File: src/rtl/sam_pkg.sv
package sam_pkg;

  typedef struct packed {
    logic vs_act;
    logic vs_pol;
    logic hs_act;
    logic hs_pol;
  } sam_flags_t;

  typedef enum logic [1:0] {
    SAM_RD_STATUS = 2'd0,
    SAM_CLR_RAW   = 2'd1,
    SAM_MASK_A    = 2'd2,
    SAM_MASK_B    = 2'd3
  } sam_addr_e;

endpackage

File: src/rtl/sam_window_timer.sv
module sam_window_timer #(
  parameter int WIN_LOG2 = 22
) (
  input  logic clk,
  input  logic rst_n,
  output logic win_end_o
);

  logic [WIN_LOG2-1:0] cnt_q;
  logic [WIN_LOG2-1:0] cnt_d;

  always_comb begin
    cnt_d = cnt_q + {{(WIN_LOG2-1){1'b0}}, 1'b1};
  end

  always_ff @(posedge clk or negedge rst_n) begin
    if (!rst_n) cnt_q <= '0;
    else        cnt_q <= cnt_d;
  end

  assign win_end_o = &cnt_q;

endmodule

File: src/rtl/sam_sync_judge.sv
module sam_sync_judge #(
  parameter int WIN_LOG2 = 22
) (
  input  logic clk,
  input  logic rst_n,
  input  logic sync_i,
  input  logic win_end_i,
  output logic act_o,
  output logic pol_o
);

  localparam int CW = WIN_LOG2 + 1;
  localparam logic [CW-1:0] HALF = CW'(1) << (WIN_LOG2 - 1);

  logic meta_q, s_q, prev_q;
  logic saw_r_q, saw_f_q, act_q, pol_q;
  logic saw_r_d, saw_f_d, act_d, pol_d;
  logic [CW-1:0] hi_q, hi_d, hi_tot;
  logic rise, fall, eval_act, eval_pos;

  always_ff @(posedge clk or negedge rst_n) begin
    if (!rst_n) begin
      meta_q <= 1'b0;
      s_q    <= 1'b0;
      prev_q <= 1'b0;
    end else begin
      meta_q <= sync_i;
      s_q    <= meta_q;
      prev_q <= s_q;
    end
  end

  assign rise = s_q & ~prev_q;
  assign fall = ~s_q & prev_q;

  always_comb begin
    hi_tot   = hi_q + {{(CW-1){1'b0}}, s_q};
    eval_act = (saw_r_q | rise) & (saw_f_q | fall);
    eval_pos = (hi_tot < HALF);
    saw_r_d  = saw_r_q | rise;
    saw_f_d  = saw_f_q | fall;
    hi_d     = hi_tot;
    act_d    = act_q;
    pol_d    = pol_q;
    if (win_end_i) begin
      saw_r_d = 1'b0;
      saw_f_d = 1'b0;
      hi_d    = '0;
      act_d   = eval_act;
      pol_d   = eval_act ? eval_pos : pol_q;
    end
  end

  always_ff @(posedge clk or negedge rst_n) begin
    if (!rst_n) begin
      saw_r_q <= 1'b0;
      saw_f_q <= 1'b0;
      hi_q    <= '0;
      act_q   <= 1'b0;
      pol_q   <= 1'b0;
    end else begin
      saw_r_q <= saw_r_d;
      saw_f_q <= saw_f_d;
      hi_q    <= hi_d;
      act_q   <= act_d;
      pol_q   <= pol_d;
    end
  end

  assign act_o = act_q;
  assign pol_o = pol_q;

  a_r2_flags_hold_mid_window: assert property (@(posedge clk) disable iff (!rst_n)
    !win_end_i |=> ($stable(act_o) && $stable(pol_o)));

  a_r3_pol_kept_when_idle: assert property (@(posedge clk) disable iff (!rst_n)
    (win_end_i && !eval_act) |=> $stable(pol_o));

  a_r1_active_needs_edges: assert property (@(posedge clk) disable iff (!rst_n)
    (win_end_i && !saw_r_q && !rise) |=> !act_o);

endmodule

File: src/rtl/sam_chan_status.sv
module sam_chan_status #(
  parameter int PULSE_LEN = 15
) (
  input  logic       clk,
  input  logic       rst_n,
  input  logic [3:0] flags_i,
  input  logic       clr_i,
  output logic       raw_o,
  output logic       status_o
);

  localparam int CW = $clog2(PULSE_LEN + 1);

  logic [3:0]    prev_q;
  logic [CW-1:0] cnt_q, cnt_d;
  logic          st_q, st_d, chg;

  assign chg = (flags_i != prev_q);

  always_comb begin
    cnt_d = cnt_q;
    if (chg)               cnt_d = CW'(PULSE_LEN);
    else if (cnt_q != '0)  cnt_d = cnt_q - {{(CW-1){1'b0}}, 1'b1};
    st_d = st_q;
    if (clr_i) st_d = 1'b0;
    if (chg)   st_d = 1'b1;
  end

  always_ff @(posedge clk or negedge rst_n) begin
    if (!rst_n) begin
      prev_q <= '0;
      cnt_q  <= '0;
      st_q   <= 1'b0;
    end else begin
      prev_q <= flags_i;
      cnt_q  <= cnt_d;
      st_q   <= st_d;
    end
  end

  assign raw_o    = (cnt_q != '0);
  assign status_o = st_q;

  a_r4_raw_has_cause: assert property (@(posedge clk) disable iff (!rst_n)
    $rose(raw_o) |-> $past(chg));

  a_r5_reload_keeps_high: assert property (@(posedge clk) disable iff (!rst_n)
    chg |=> raw_o);

  a_r6_set_wins: assert property (@(posedge clk) disable iff (!rst_n)
    chg |=> status_o);

  a_r7_sticky_hold: assert property (@(posedge clk) disable iff (!rst_n)
    (status_o && !clr_i) |=> status_o);

  a_r7_clear_works: assert property (@(posedge clk) disable iff (!rst_n)
    (clr_i && !chg) |=> !status_o);

endmodule

File: src/rtl/sync_activity_monitor.sv
module sync_activity_monitor #(
  parameter int NCH       = 2,
  parameter int WIN_LOG2  = 22,
  parameter int PULSE_LEN = 15
) (
  input  logic             clk,
  input  logic             rst_n,
  input  logic [NCH-1:0]   vs_in,
  input  logic [NCH-1:0]   hs_in,
  input  logic             reg_we,
  input  logic [1:0]       reg_addr,
  input  logic [NCH-1:0]   reg_wdata,
  output logic [NCH-1:0]   reg_rdata,
  output logic [4*NCH-1:0] sync_flags,
  output logic             irq_a,
  output logic             irq_b
);
  import sam_pkg::*;

  logic rs1_q, rs2_q, rst_i_n;
  logic win_end;
  logic [NCH-1:0] raw, status, clr;
  logic [NCH-1:0] mask_a_q, mask_a_d, mask_b_q, mask_b_d;

  always_ff @(posedge clk or negedge rst_n) begin
    if (!rst_n) begin
      rs1_q <= 1'b0;
      rs2_q <= 1'b0;
    end else begin
      rs1_q <= 1'b1;
      rs2_q <= rs1_q;
    end
  end
  assign rst_i_n = rs2_q;

  sam_window_timer #(.WIN_LOG2(WIN_LOG2)) u_timer (
    .clk(clk), .rst_n(rst_i_n), .win_end_o(win_end)
  );

  assign clr = (reg_we && reg_addr == SAM_CLR_RAW) ? reg_wdata : '0;

  for (genvar c = 0; c < NCH; c++) begin : g_ch
    sam_flags_t f;

    sam_sync_judge #(.WIN_LOG2(WIN_LOG2)) u_vs (
      .clk(clk), .rst_n(rst_i_n), .sync_i(vs_in[c]), .win_end_i(win_end),
      .act_o(f.vs_act), .pol_o(f.vs_pol)
    );

    sam_sync_judge #(.WIN_LOG2(WIN_LOG2)) u_hs (
      .clk(clk), .rst_n(rst_i_n), .sync_i(hs_in[c]), .win_end_i(win_end),
      .act_o(f.hs_act), .pol_o(f.hs_pol)
    );

    sam_chan_status #(.PULSE_LEN(PULSE_LEN)) u_st (
      .clk(clk), .rst_n(rst_i_n), .flags_i(f), .clr_i(clr[c]),
      .raw_o(raw[c]), .status_o(status[c])
    );

    assign sync_flags[4*c +: 4] = f;
  end

  always_comb begin
    mask_a_d = mask_a_q;
    mask_b_d = mask_b_q;
    if (reg_we && reg_addr == SAM_MASK_A) mask_a_d = reg_wdata;
    if (reg_we && reg_addr == SAM_MASK_B) mask_b_d = reg_wdata;
  end

  always_ff @(posedge clk or negedge rst_i_n) begin
    if (!rst_i_n) begin
      mask_a_q <= '0;
      mask_b_q <= '0;
    end else begin
      mask_a_q <= mask_a_d;
      mask_b_q <= mask_b_d;
    end
  end

  always_comb begin
    case (reg_addr)
      SAM_RD_STATUS: reg_rdata = status;
      SAM_CLR_RAW:   reg_rdata = raw;
      SAM_MASK_A:    reg_rdata = mask_a_q;
      default:       reg_rdata = mask_b_q;
    endcase
  end

  assign irq_a = |(status & mask_a_q);
  assign irq_b = |(status & mask_b_q);

  a_r8_no_irq_without_mask: assert property (@(posedge clk) disable iff (!rst_i_n)
    (mask_a_q == '0 && mask_b_q == '0) |-> (!irq_a && !irq_b));

  a_r10_mask_a_write: assert property (@(posedge clk) disable iff (!rst_i_n)
    (reg_we && reg_addr == SAM_MASK_A) |=> (mask_a_q == $past(reg_wdata)));

endmodule

File: config.mk
export PLATFORM = sky130hd
export DESIGN_NAME = sync_activity_monitor
export DESIGN_NICKNAME = d
export VERILOG_FILES = /design/src/rtl/sam_pkg.sv /design/src/rtl/sam_window_timer.sv /design/src/rtl/sam_sync_judge.sv /design/src/rtl/sam_chan_status.sv /design/src/rtl/sync_activity_monitor.sv
export SDC_FILE = /design/constraint.sdc
export NUM_CORES = 1
export LEC_CHECK = 0
export BUFFER_PORTS_ARGS = -buffer_cell sky130_fd_sc_hd__buf_2
export CELL_PAD_IN_SITES_DETAIL_PLACEMENT = 1
export CELL_PAD_IN_SITES_GLOBAL_PLACEMENT = 2
export CORE_ASPECT_RATIO = 1.1
export CORE_MARGIN = 8
export CORE_UTILIZATION = 44
export CTS_BUF_LIST = sky130_fd_sc_hd__clkbuf_4 sky130_fd_sc_hd__clkbuf_8
export CTS_CLUSTER_DIAMETER = 100
export DETAILED_ROUTE_END_ITERATION = 7
export MAX_ROUTING_LAYER = met4
export PLACE_DENSITY = 0.84
export SLEW_MARGIN = 15
export SYNTH_ARGS = -nofsm -noshare
export SYNTH_HDL_FRONTEND = slang
export SYNTH_HIERARCHICAL = 1
export SYNTH_SLANG_ARGS = --single-unit
File: constraint.sdc
create_clock -name clk -period 7 [get_ports clk]
set_input_delay 1.4 -clock clk [delete_from_list [all_inputs] [get_ports clk]]
set_output_delay 1.4 -clock clk [all_outputs]
set_load 0.05 [all_outputs]
==> metrics.md, run 1 <==
| Metric | Value |
|---|---|
| Status | finished, final reports clean |
| DR vias/cell | 5.12 |
| Clk_lat worst skew | 0.46 ns |
| Worst-margin pin slew | 0.859 ns |
| Slew Viols, Final | 0 |
| RSZ-0062 raised after global routing | no |
| Vias in the first global route | 5551 |
| Pin count of the biggest net entering global routing | 81 |
| Met2 Usage GRT | 25.6% |
| Iter 0 DRT Violations | 169 |
| Die height | 155 µm |
| Initial antenna violation count | 0 |
| Final cell count without fillers | 969 |
| Layout cell share with drive strength beyond 1 | 14.5% |
| Global-route wire length before repair | 26.4 mm |
| Largest family of logic cells by synthesized area | simple AND/OR/NAND/NOR gates |
| Critical Path Source Type | flip-flop |
| Clock skew | 0.0115 ns |
| Largest area contributor in the netlist | dfrtp_1 |
| Syn Area/Cell | 11.2 µm² |
| TritonCTS sink count | 166 |
| FILL cells | 1865 |
| Crit path max fanout | 4 |
| Post-synth ARST share | 100% |
| Post-synth top area share | 53.8% |
| WL final | 14.7 mm |
| H-Tree Depth | 4 |
| Via count | 4964 |
| Synth warn | 6 |
| CP Capture Point | reg_rdata[0] |
| Reg2reg end | g_ch[0].u_vs/pol_o$_DFFE_PN0P_ |
| FP Rows | 51 |
| Seq cells post-synth | 166 |
| Max transition margin | 42.2% |
| Initial Utilization | 44.3% |
| ANT cells | 0 |
| CP arrival | 2.37 ns |
| Final Util | 49.1% |
| Met3 Use GR | 2.70% |
| Post-Place Cells | 937 |
| Die area | 22100 µm² |
| Flop2flop setup slack | 4.16 ns |
| Sequential share of the synthesized area | 53.8% |
| Reg2reg start | u_timer/cnt_q[0]$_DFF_PN0_ |
| Setup TNS | 0 ns |
| # nets final | 746 |
| Detailed placement HPWL | 10.3 mm |
| GP Congestion | 0.767 |
| Num CTS Buffers | 17 |
| P&R area growth vs syn | 10.7% |
| I/O pins | 23 |
| Core area | 17400 µm² |
| Residual DRC count | 0 |
| PD cells | 251 nW/µm² |
| Synth Area in Simple Gates | 24.5% |
| LEAKAGE | 4.04 nW |
| Clock buffer depth | 2 |
| Synth Area in Compound Gates | 3.37% |
| Fmax | 0.266 GHz |
| Synth Instances | 688 |
| Die W | 142 µm |
| Syn_nets | 716 |
| Xor/xnor share of the synthesized area | 12.5% |
| Overall routing resource usage | 15.0% |
| Setup crit start | g_ch[0].u_st/cnt_q[0]$_DFFE_PN0P_ |
| MaxCap Viol Count | 0 |
| Setup WS pre-CTS | 3.25 ns |
| Hold Vio Cnt, Final | 0 |
| Fin worst setup slack | 3.23 ns |
| Post-CTS resize count | 0 |
| Number of synthesized flops with an enable pin | 0 |
| Clock Pin Slew Worst Setup and Hold Paths | 0.09 ns |
| Crit path time final | 3.77 ns |
| CTS tree | done |
| Met1 usage | 17.3% |
| GR peak layer | met2 |
| GRT overflow | 0 |
| Drt first pass iters | 4 |
| Clk Tree Root Cell | clkbuf_8 |
| Final worst path period share | 53.8% |
| Mux contribution to synthesized area | 1.52% |
| VDD IR max | 0.000140 V |
| Port Buffers | 22 |
| Worst R2R Path Depth | 7 |
| Largest cells by area after synthesis | dfrtp_1, xor2_1, nor2_1, xnor2_1, ha_1 |
| Type of the worst setup path | reg -> out |
| WL/cell | 15.2 µm |
| Unique masters post-synth | 43 |
| Synth Area in Adders | 2.75% |
| Count of final setup violators | 0 |
| Tightest Hold Check Type | reg -> async |
| Post-Synthesis Cell Area | 7720 µm² |
| Postcts setup bufs | 0 |
| Crit end category | output port |
| Hold_buf cts | 0 |
| Worst Path Required | 5.60 ns |
| Synth Flop Type | dfrtp_1 |
| Antenna-violating nets left | 0 |
placed cells by master (no fill, tap or decap), drive strengths merged, types with 4 or more instances in the layout:
cell / netlist / layout
nand3: 51 / 51
xor2: 78 / 78
nand4: 32 / 32
a21o: 8 / 8
or3: 4 / 4
o21ai: 8 / 8
dfrtp: 166 / 166
and4: 10 / 10
xnor2: 32 / 32
nor2: 108 / 108
clkinv: 0 / 4
inv: 16 / 20
nor4: 17 / 17
nor3: 7 / 7
clkbuf: 12 / 18
and2: 10 / 10
a31o: 4 / 4
a21oi: 4 / 4
a21boi: 4 / 4
mux2: 4 / 4
ha: 17 / 17
buf: 2 / 25
a22o: 6 / 6
bufinv: 0 / 4
nor2b: 10 / 10
nand2: 47 / 47
and3: 15 / 15
cell usage after synthesis, drive strengths merged, types with 4 or more instances:
cell / number
a21o: 8
and2: 10
clkbuf: 12
o21ai: 8
nor2: 108
nor2b: 10
ha: 17
nor4: 17
or3: 4
a22o: 6
dfrtp: 166
and4: 10
nand3: 51
mux2: 4
inv: 16
nand4: 32
xor2: 78
a21boi: 4
a21oi: 4
and3: 15
nor3: 7
nand2: 47
xnor2: 32
a31o: 4
per-layer routing:
| metal | routed length, µm | share of wire, % |
|---|---|---|
| met1 | 6490 | 44 |
| met2 | 7760 | 53 |
| met3 | 219 | 1.5 |
| met4 | 229 | 1.6 |
| met5 | 0 | 0 |
flip-flops by register name (all words and copies together), names as in the netlist, 8 cells and up:
signal and cells:
g_ch.u_hs/hi_q 46, g_ch.u_st/cnt_q 8, g_ch.u_st/prev_q 8, g_ch.u_vs/hi_q 46, u_timer/cnt_q 22
logic make-up (layout without fill, tap and decap cells):
logic type,after synthesis,after routing
AO/OA/AOI/OAI,36,36
XOR/XNOR,110,110
adder cells (fa/ha/maj),17,17
buffers and inverters,30,73
flip-flops,166,166
multiplexers,8,8
other,1,1
AND/OR/NAND/NOR,320,320
report_power, final:
| group | switching [mW] | total [mW] | internal, mW |
|---|---|---|---|
| logic | 0.115 | 0.214 | 0.0993 |
| registers | 0.122 | 1.16 | 1.04 |
| clock network | 0.368 | 0.771 | 0.403 |
| total | 0.604 | 2.15 | 1.54 |
worst max-delay path, stage by stage (launching register included):
cell and delay, ns:
dfrtp_1 0.41, inv_1 0.12, ha_1 0.20, or3b_1 0.44, mux4_1 0.52, buf_2 0.23
metrics by stage:
stage	area, µm²	power [mW]	hold WS [ns]
2_1_floorplan	7720	1.33	0.331
3_3_place_gp	8100	1.38	0.336
3_5_place_dp	8100	1.40	0.340
4_1_cts	8550	2.18	0.362
5_1_grt	8550	2.26	0.366
6_report	8550	2.15	0.341
final cells by class:
class / count / area, µm² / share of cell area, %
Inverter: 16 / 60.1 / 0.702
Timing Repair Buffer: 25 / 133 / 1.55
Multi-Input combinational cell: 492 / 3460 / 40.4
Sequential cell: 166 / 4160 / 48.6
Clock buffer: 18 / 248 / 2.90
Clock inverter: 14 / 198 / 2.31
Tap cell: 238 / 298 / 3.48
worst min path at each step:
stage	endpoint	depth (start not counted)	startpoint	slack, ns
2_1_floorplan	g_ch[0].u_hs/s_q$_DFF_PN0_	0	g_ch[0].u_hs/meta_q$_DFF_PN0_	0.33
3_3_place_gp	g_ch[1].u_hs/s_q$_DFF_PN0_	0	g_ch[1].u_hs/meta_q$_DFF_PN0_	0.34
3_5_place_dp	g_ch[1].u_hs/s_q$_DFF_PN0_	0	g_ch[1].u_hs/meta_q$_DFF_PN0_	0.34
4_1_cts	g_ch[1].u_hs/s_q$_DFF_PN0_	0	g_ch[1].u_hs/meta_q$_DFF_PN0_	0.36
5_1_grt	g_ch[1].u_hs/s_q$_DFF_PN0_	0	g_ch[1].u_hs/meta_q$_DFF_PN0_	0.37
6_report	g_ch[1].u_st/cnt_q[1]$_DFFE_PN0P_	0	rs2_q$_DFF_PN0_	0.34
Note: power is estimated with default switching activity, not from simulation.
==> inputs of run 2 (changes only) <==
--- a/config.mk
+++ b/config.mk
@@ -5,17 +5,18 @@
 export SDC_FILE = /design/constraint.sdc
 export NUM_CORES = 1
 export LEC_CHECK = 0
+export ABC_AREA = 1
 export BUFFER_PORTS_ARGS = -buffer_cell sky130_fd_sc_hd__buf_2
 export CELL_PAD_IN_SITES_DETAIL_PLACEMENT = 1
 export CELL_PAD_IN_SITES_GLOBAL_PLACEMENT = 2
 export CORE_ASPECT_RATIO = 1.1
 export CORE_MARGIN = 8
-export CORE_UTILIZATION = 44
+export CORE_UTILIZATION = 35
 export CTS_BUF_LIST = sky130_fd_sc_hd__clkbuf_4 sky130_fd_sc_hd__clkbuf_8
 export CTS_CLUSTER_DIAMETER = 100
 export DETAILED_ROUTE_END_ITERATION = 7
 export MAX_ROUTING_LAYER = met4
-export PLACE_DENSITY = 0.84
+export PLACE_DENSITY = 0.79
 export SLEW_MARGIN = 15
 export SYNTH_ARGS = -nofsm -noshare
 export SYNTH_HDL_FRONTEND = slang
==> constraint.sdc (replaced) <==
create_clock -name clk -period 3.35 [get_ports clk]
set_input_delay 0.67 -clock clk [delete_from_list [all_inputs] [get_ports clk]]
set_output_delay 0.67 -clock clk [all_outputs]
set_load 0.05 [all_outputs]
==> run 2 against run 1 <==
Net effect:
- clock-buffer cell count increased by 3
- worst setup slack got worse by 2.3 ns
- area after synthesis increased by 7.6%
- sequential cell count unchanged
- critical path depth increased by 9
- sequential share of layout area decreased by 3.8 points
- non-clock buffer count increased by 7
- power increased by 100%
- first-iteration DRC count increased by 79%
- clock power increased by 91%
- largest cell class unchanged
==> metrics.md, run 2 <==
| Metric | Value |
|---|---|
| Pin count of the biggest net entering global routing | 66 |
| Mux contribution to synthesized area | 0% |
| Largest area contributor in the netlist | dfrtp_1 |
| Setup WS pre-CTS | 0.881 ns |
| CTS tree | done |
| Synth Area in Adders | 2.56% |
| Synth Area in Compound Gates | 6.66% |
| Clk_lat worst skew | 0.45 ns |
| TritonCTS sink count | 166 |
| Worst Path Required | 3.69 ns |
| Setup TNS | 0 ns |
| Fmax | 0.408 GHz |
| Worst-margin pin slew | 0.625 ns |
| Xor/xnor share of the synthesized area | 2.32% |
| CP arrival | 2.79 ns |
| Die height | 178 µm |
| Iter 0 DRT Violations | 302 |
| Slew Viols, Final | 0 |
| Clk Tree Root Cell | clkbuf_8 |
| Initial antenna violation count | 0 |
| FP Rows | 59 |
| GRT overflow | 0 |
| H-Tree Depth | 4 |
| Synth Instances | 1042 |
| Most frequent cell after synthesis | nand2_1 |
| Seq cells post-synth | 166 |
| Drt first pass iters | 4 |
| Post-synth ARST share | 100% |
| Max transition margin | 58.4% |
| Synth Area in Simple Gates | 32.4% |
| Unique masters post-synth | 29 |
| Largest cells by area after synthesis | dfrtp_1, nand2_1, nor2_1, inv_1, nand3_1 |
| Count of final setup violators | 0 |
| Post-Synthesis Cell Area | 8310 µm² |
| Syn_nets | 1070 |
| DR vias/cell | 4.71 |
| Tightest Hold Check Type | in -> reg |
| Hold Vio Cnt, Final | 0 |
| Flop2flop setup slack | 0.90 ns |
| GP Congestion | 0.786 |
| Die area | 28900 µm² |
| Post-synth top area share | 50.0% |
| Global-route wire length before repair | 32.6 mm |
| Status | finished, final reports clean |
| Overall routing resource usage | 14.0% |
| Most common cell after layout, fill and taps aside | nand2_1 |
| Detailed placement HPWL | 13.6 mm |
| WL/cell | 12.8 µm |
| # nets final | 1113 |
| Synth Flop Type | dfrtp_1 |
| PD cells | 469 nW/µm² |
| ANT cells | 0 |
| Number of synthesized flops with an enable pin | 0 |
| Clock Pin Slew Worst Setup and Hold Paths | 0.08 ns |
| Final worst path period share | 73.2% |
| LEAKAGE | 4.45 nW |
| Clock skew | 0.0149 ns |
| Antenna-violating nets left | 0 |
| Largest regs | g_ch.u_hs/hi_q (46), g_ch.u_vs/hi_q (46), u_timer/cnt_q (22) |
| Die W | 163 µm |
| Synth warn | 6 |
| Initial Utilization | 35.4% |
| Port Buffers | 22 |
| Synth cell count leaders | nand2_1, nor2_1, dfrtp_1 |
| Type of the worst setup path | reg -> reg |
| Syn Area/Cell | 7.97 µm² |
| Num CTS Buffers | 17 |
| Layout cell share with drive strength beyond 1 | 13.0% |
| Fin worst setup slack | 0.896 ns |
| WL final | 18.0 mm |
| MaxCap Viol Count | 0 |
| Critical Path Source Type | flip-flop |
| Crit end category | flip-flop |
| VDD IR max | 0.000225 V |
| Clock buffer depth | 2 |
| Crit path max fanout | 19 |
| RSZ-0062 raised after global routing | no |
| Post-CTS resize count | 0 |
| Largest family of logic cells by synthesized area | simple AND/OR/NAND/NOR gates |
| Sequential share of the synthesized area | 50.0% |
| Commonest cells after routing, fill and taps aside | nand2_1, nor2_1, dfrtp_1 |
| Crit path time final | 2.45 ns |
| Core area | 23500 µm² |
| Via count | 6603 |
| Vias in the first global route | 7007 |
| I/O pins | 23 |
| P&R area growth vs syn | 11.6% |
| Residual DRC count | 0 |
-- run 2: cell types whose count changed after synthesis, moves of 15 or more --
| cell | change |
|---|---|
| nor2_1 | +62 |
| o21ai_0 | +31 |
| a21oi_1 | +43 |
| nand4_1 | -20 |
| nand2_1 | +232 |
| nand3_1 | +19 |
| and3_1 | -15 |
| nor2_4 | +16 |
| nor2_2 | +15 |
| xor2_1 | -71 |
| xnor2_1 | -17 |
| inv_1 | +89 |
| nand2_2 | +18 |
-- run 2: cells by family after synthesis --
family	Yosys count
simple gates	600
flops	166
buf+inv	131
compound gates	105
xor+xnor	22
fa+ha+maj	17
other cells	1
-- run 2: metal layers --
layer / global-route usage [%] / vias to the layer above / wire length [µm]
li1: - / 3348 / -
met1: 17.1 / 3198 / 8730
met2: 23.3 / 41 / 8660
met3: 2.95 / 16 / 439
met4: 3.37 / 0 / 188
met5: - / - / 0
-- run 2: where the power goes --
group          internal (mW)  switching (mW)  total, mW
combinational          0.190           0.322      0.512
clock                  0.732           0.740       1.47
sequential              2.19           0.168       2.36
-- run 2: repair_timing --
action | CTS | global route
hold endpoints to repair | 2 | 0
hold buffers | 1 | 0
setup buffers | 0 | 0
-- run 2: worst max-delay path, cell delays in order (launching register included) --
cell and delay, ns:
dfrtp_1 0.37, ha_1 0.20, nand3_2 0.12, inv_2 0.09
nand2_2 0.09, inv_1 0.09, nand2_1 0.10, nor2_4 0.26
buf_4 0.25, clkinv_1 0.07, buf_4 0.20, nor3_1 0.28
inv_1 0.09, nand2_1 0.06, nand2_1 0.05
-- run 2: worst paths after layout --
kind                       cells after the start                        endpoint                       start
max                                           14  g_ch[0].u_vs/pol_o$_DFFE_PN0P_  u_timer/cnt_q[1]$_DFF_PN0_
min                                            1   g_ch[1].u_hs/meta_q$_DFF_PN0_                    hs_in[1]
max reg2reg                                   14  g_ch[0].u_vs/pol_o$_DFFE_PN0P_  u_timer/cnt_q[1]$_DFF_PN0_
min reg2reg                                    0  g_ch[0].u_hs/hi_q[9]$_DFF_PN0_             rs2_q$_DFF_PN0_
max in group asynchronous                      1  g_ch[1].u_hs/hi_q[3]$_DFF_PN0_             rs2_q$_DFF_PN0_
min in group asynchronous                      0  g_ch[0].u_hs/hi_q[9]$_DFF_PN0_             rs2_q$_DFF_PN0_
-- run 2: cell type report --
type	count	area [µm²]
Fill cell	2867	14200
Sequential cell	166	4160
Multi-Input combinational cell	745	3660
Inverter	123	462
Tap cell	305	382
Clock buffer	21	283
Timing Repair Buffer	32	200
Clock inverter	11	123
-- run 2: per-stage QoR --
stage	instances	instance area (µm²)	power, mW	util (%)	hold slack (ns)
floorplan	1042	8310	2.78	-	0.331
global placement	1370	8850	2.91	37.7	0.334
detailed placement	1370	8850	2.93	37.7	0.336
CTS	1403	9270	4.43	39.5	0.289
global route	1403	9270	4.62	39.5	0.275
finish	1403	9270	4.34	39.5	0.321
==> inputs of run 3 (changes only) <==
==> constraint.sdc (replaced) <==
create_clock -name clk -period 2 [get_ports clk]
set_input_delay 0.4 -clock clk [delete_from_list [all_inputs] [get_ports clk]]
set_output_delay 0.4 -clock clk [all_outputs]
set_load 0.05 [all_outputs]
==> run 3 against run 2 <==
Net effect:
- power is 75% higher
- hold slack worse by 0.27 ns
- first-iteration DRC count is 14% lower
- register-to-register slack worse by 0.77 ns
- wire length is 7.1% higher
- utilization is 1.9 points higher
- non-clock buffer count is 29 higher
- critical path depth is 8 lower
==> metrics.md, run 3 (same netlist as run 2, synthesis figures left out) <==
| Metric | Value |
|---|---|
| Tightest Hold Check Type | in -> reg |
| Antenna-violating nets left | 0 |
| Crit end category | output port |
| H-Tree Depth | 4 |
| Residual DRC count | 0 |
| Crit path time final | 1.92 ns |
| WL/cell | 13.5 µm |
| TritonCTS sink count | 166 |
| Status | finished, final reports clean |
| MaxCap Viol Count | 0 |
| Port Buffers | 22 |
| Multi-input logic area | 3770 µm² |
| Die area | 28900 µm² |
| Overall routing resource usage | 14.4% |
| LEAKAGE | 4.65 nW |
| Critical Path Slowest Stage Cell | dfrtp_1 |
| Largest stage delay, worst path | 0.40 ns |
| Total Power | 7.60 mW |
| Clk Tree Root Cell | clkbuf_8 |
| Commonest cells after routing, fill and taps aside | nand2_1, nor2_1, dfrtp_1 |
| Hold Vio Cnt, Final | 0 |
| FF/Latch Area | 4160 µm² |
| Post-DP Area | 8930 µm² |
| Fmax | 0.522 GHz |
| Via count | 6738 |
| Slew Viols, Final | 0 |
| Setup WS pre-CTS | -0.0863 ns |
| VDD IR max | 0.000360 V |
| Largest regs | g_ch.u_hs/hi_q (46), g_ch.u_vs/hi_q (46), u_timer/cnt_q (22) |
| CTS tree | done |
| Clock skew | 0.0151 ns |
| Die W | 163 µm |
| Core area | 23500 µm² |
| Num CTS Buffers | 17 |
| GP Congestion | 0.794 |
| Worst R2R Path Depth | 13 |
| Critical Path Source Type | flip-flop |
| Initial antenna violation count | 0 |
| I/O pins | 23 |
| Initial Utilization | 35.4% |
| Worst Path Required | 1.60 ns |
| FILL cells | 2922 |
| CP arrival | 1.52 ns |
| FP Rows | 59 |
| PD cells | 783 nW/µm² |
| Crit-path cells | inv_2 > ha_4 > nand2_4 > nand3_2 > nand4_1 > buf_6 |
| Clock Pin Slew Worst Setup and Hold Paths | 0.09 ns |
| Detailed placement HPWL | 14.2 mm |
| RSZ-0062 raised after global routing | yes |
| Global-route wire length before repair | 33.5 mm |
| Vias in the first global route | 7092 |
| DR vias/cell | 4.71 |
| Fin area | 9710 µm² |
| P&R area growth vs syn | 16.8% |
| Crit path max fanout | 3 |
| Most common cell after layout, fill and taps aside | nand2_1 |
| ANT cells | 0 |
| Count of final setup violators | 0 |
| Clk_lat worst skew | 0.45 ns |
| WL final | 19.3 mm |
| Hold-critical path depth | 1 |
| Type of the worst setup path | reg -> out |
| Iter 0 DRT Violations | 260 |
| # nets final | 1142 |
| Drt first pass iters | 4 |
| Final worst path period share | 95.8% |
| Layout cell share with drive strength beyond 1 | 16.9% |
| Die height | 178 µm |
| Fin worst setup slack | 0.0843 ns |
| Pin count of the biggest net entering global routing | 44 |
| GRT overflow | 0 |
| Clock buffer depth | 2 |
[run 3: changes by cell type in the layout (fill, tap and decap cells not counted), moves of 4 or more]
cell and delta:
buf_4 +22, buf_6 +5, inv_1 -5, inv_2 +5
nor3_1 -4, nor3_2 +4
[run 3: repair_timing]
action,4_1_cts,5_1_grt
buffers inserted,4,15
hold buffers,1,0
setup endpoints to repair,13,75
pin swaps,4,7
resized for setup,15,22
hold endpoints to repair,2,0
gates cloned,0,1
[run 3: cell type report]
cell class              count  area share [%]
inverters                 123            4.83
flip-flops and latches    166            42.8
repair buffers             61            4.86
multi-input cells         745            38.9
well taps                 305            3.93
clock inverters            13            1.99
clock buffers              19            2.69
[run 3: power by group]
part           total (mW)  leakage [nW]  internal, mW  switching [mW]
sequential           3.95          2.17          3.67           0.279
clock                2.75         0.217          1.44            1.31
combinational       0.895          2.26         0.334           0.561
total                7.60          4.65          5.45            2.15
[run 3: critical path: cells and delay by family, from the launching register on]
kind,cells,cell delay (ns)
adder cells (fa/ha/maj),1,0.16
flip-flops,1,0.40
buffers and inverters,2,0.26
AND/OR/NAND/NOR,3,0.24
[run 3: final timing paths]
path / from / to / slack, ns
worst max-delay path: g_ch[1].u_st/cnt_q[1]$_DFFE_PN0P_ / reg_rdata[1] / 0.08
worst min-delay path: hs_in[1] / g_ch[1].u_hs/meta_q$_DFF_PN0_ / 0.05
worst max register to register: u_timer/cnt_q[1]$_DFF_PN0_ / g_ch[1].u_hs/pol_o$_DFFE_PN0P_ / 0.13
worst min register to register: rs2_q$_DFF_PN0_ / u_timer/cnt_q[15]$_DFF_PN0_ / 0.29
max in group asynchronous: rs2_q$_DFF_PN0_ / g_ch[1].u_vs/hi_q[8]$_DFF_PN0_ / 1.01
min in group asynchronous: rst_n / rs2_q$_DFF_PN0_ / 0.26
[run 3: layer usage]
metal	routed length, µm	GRT usage (%)	vias up
met4	124	3.56	0
met2	9680	24.3	43
met5	0	-	-
met3	386	2.88	10
met1	9100	17.4	3285
li1	-	-	3400
[run 3: metrics by stage]
step	instances	hold slack, ns	utilization [%]	TNS (ns)
global route	1432	0.00563	41.3	-0.0888
floorplan	1042	0.104	-	0
global placement	1379	0.187	38.1	0
detailed placement	1379	0.186	38.1	-0.396
CTS	1416	0.00360	40.4	0
finish	1432	0.0519	41.3	0
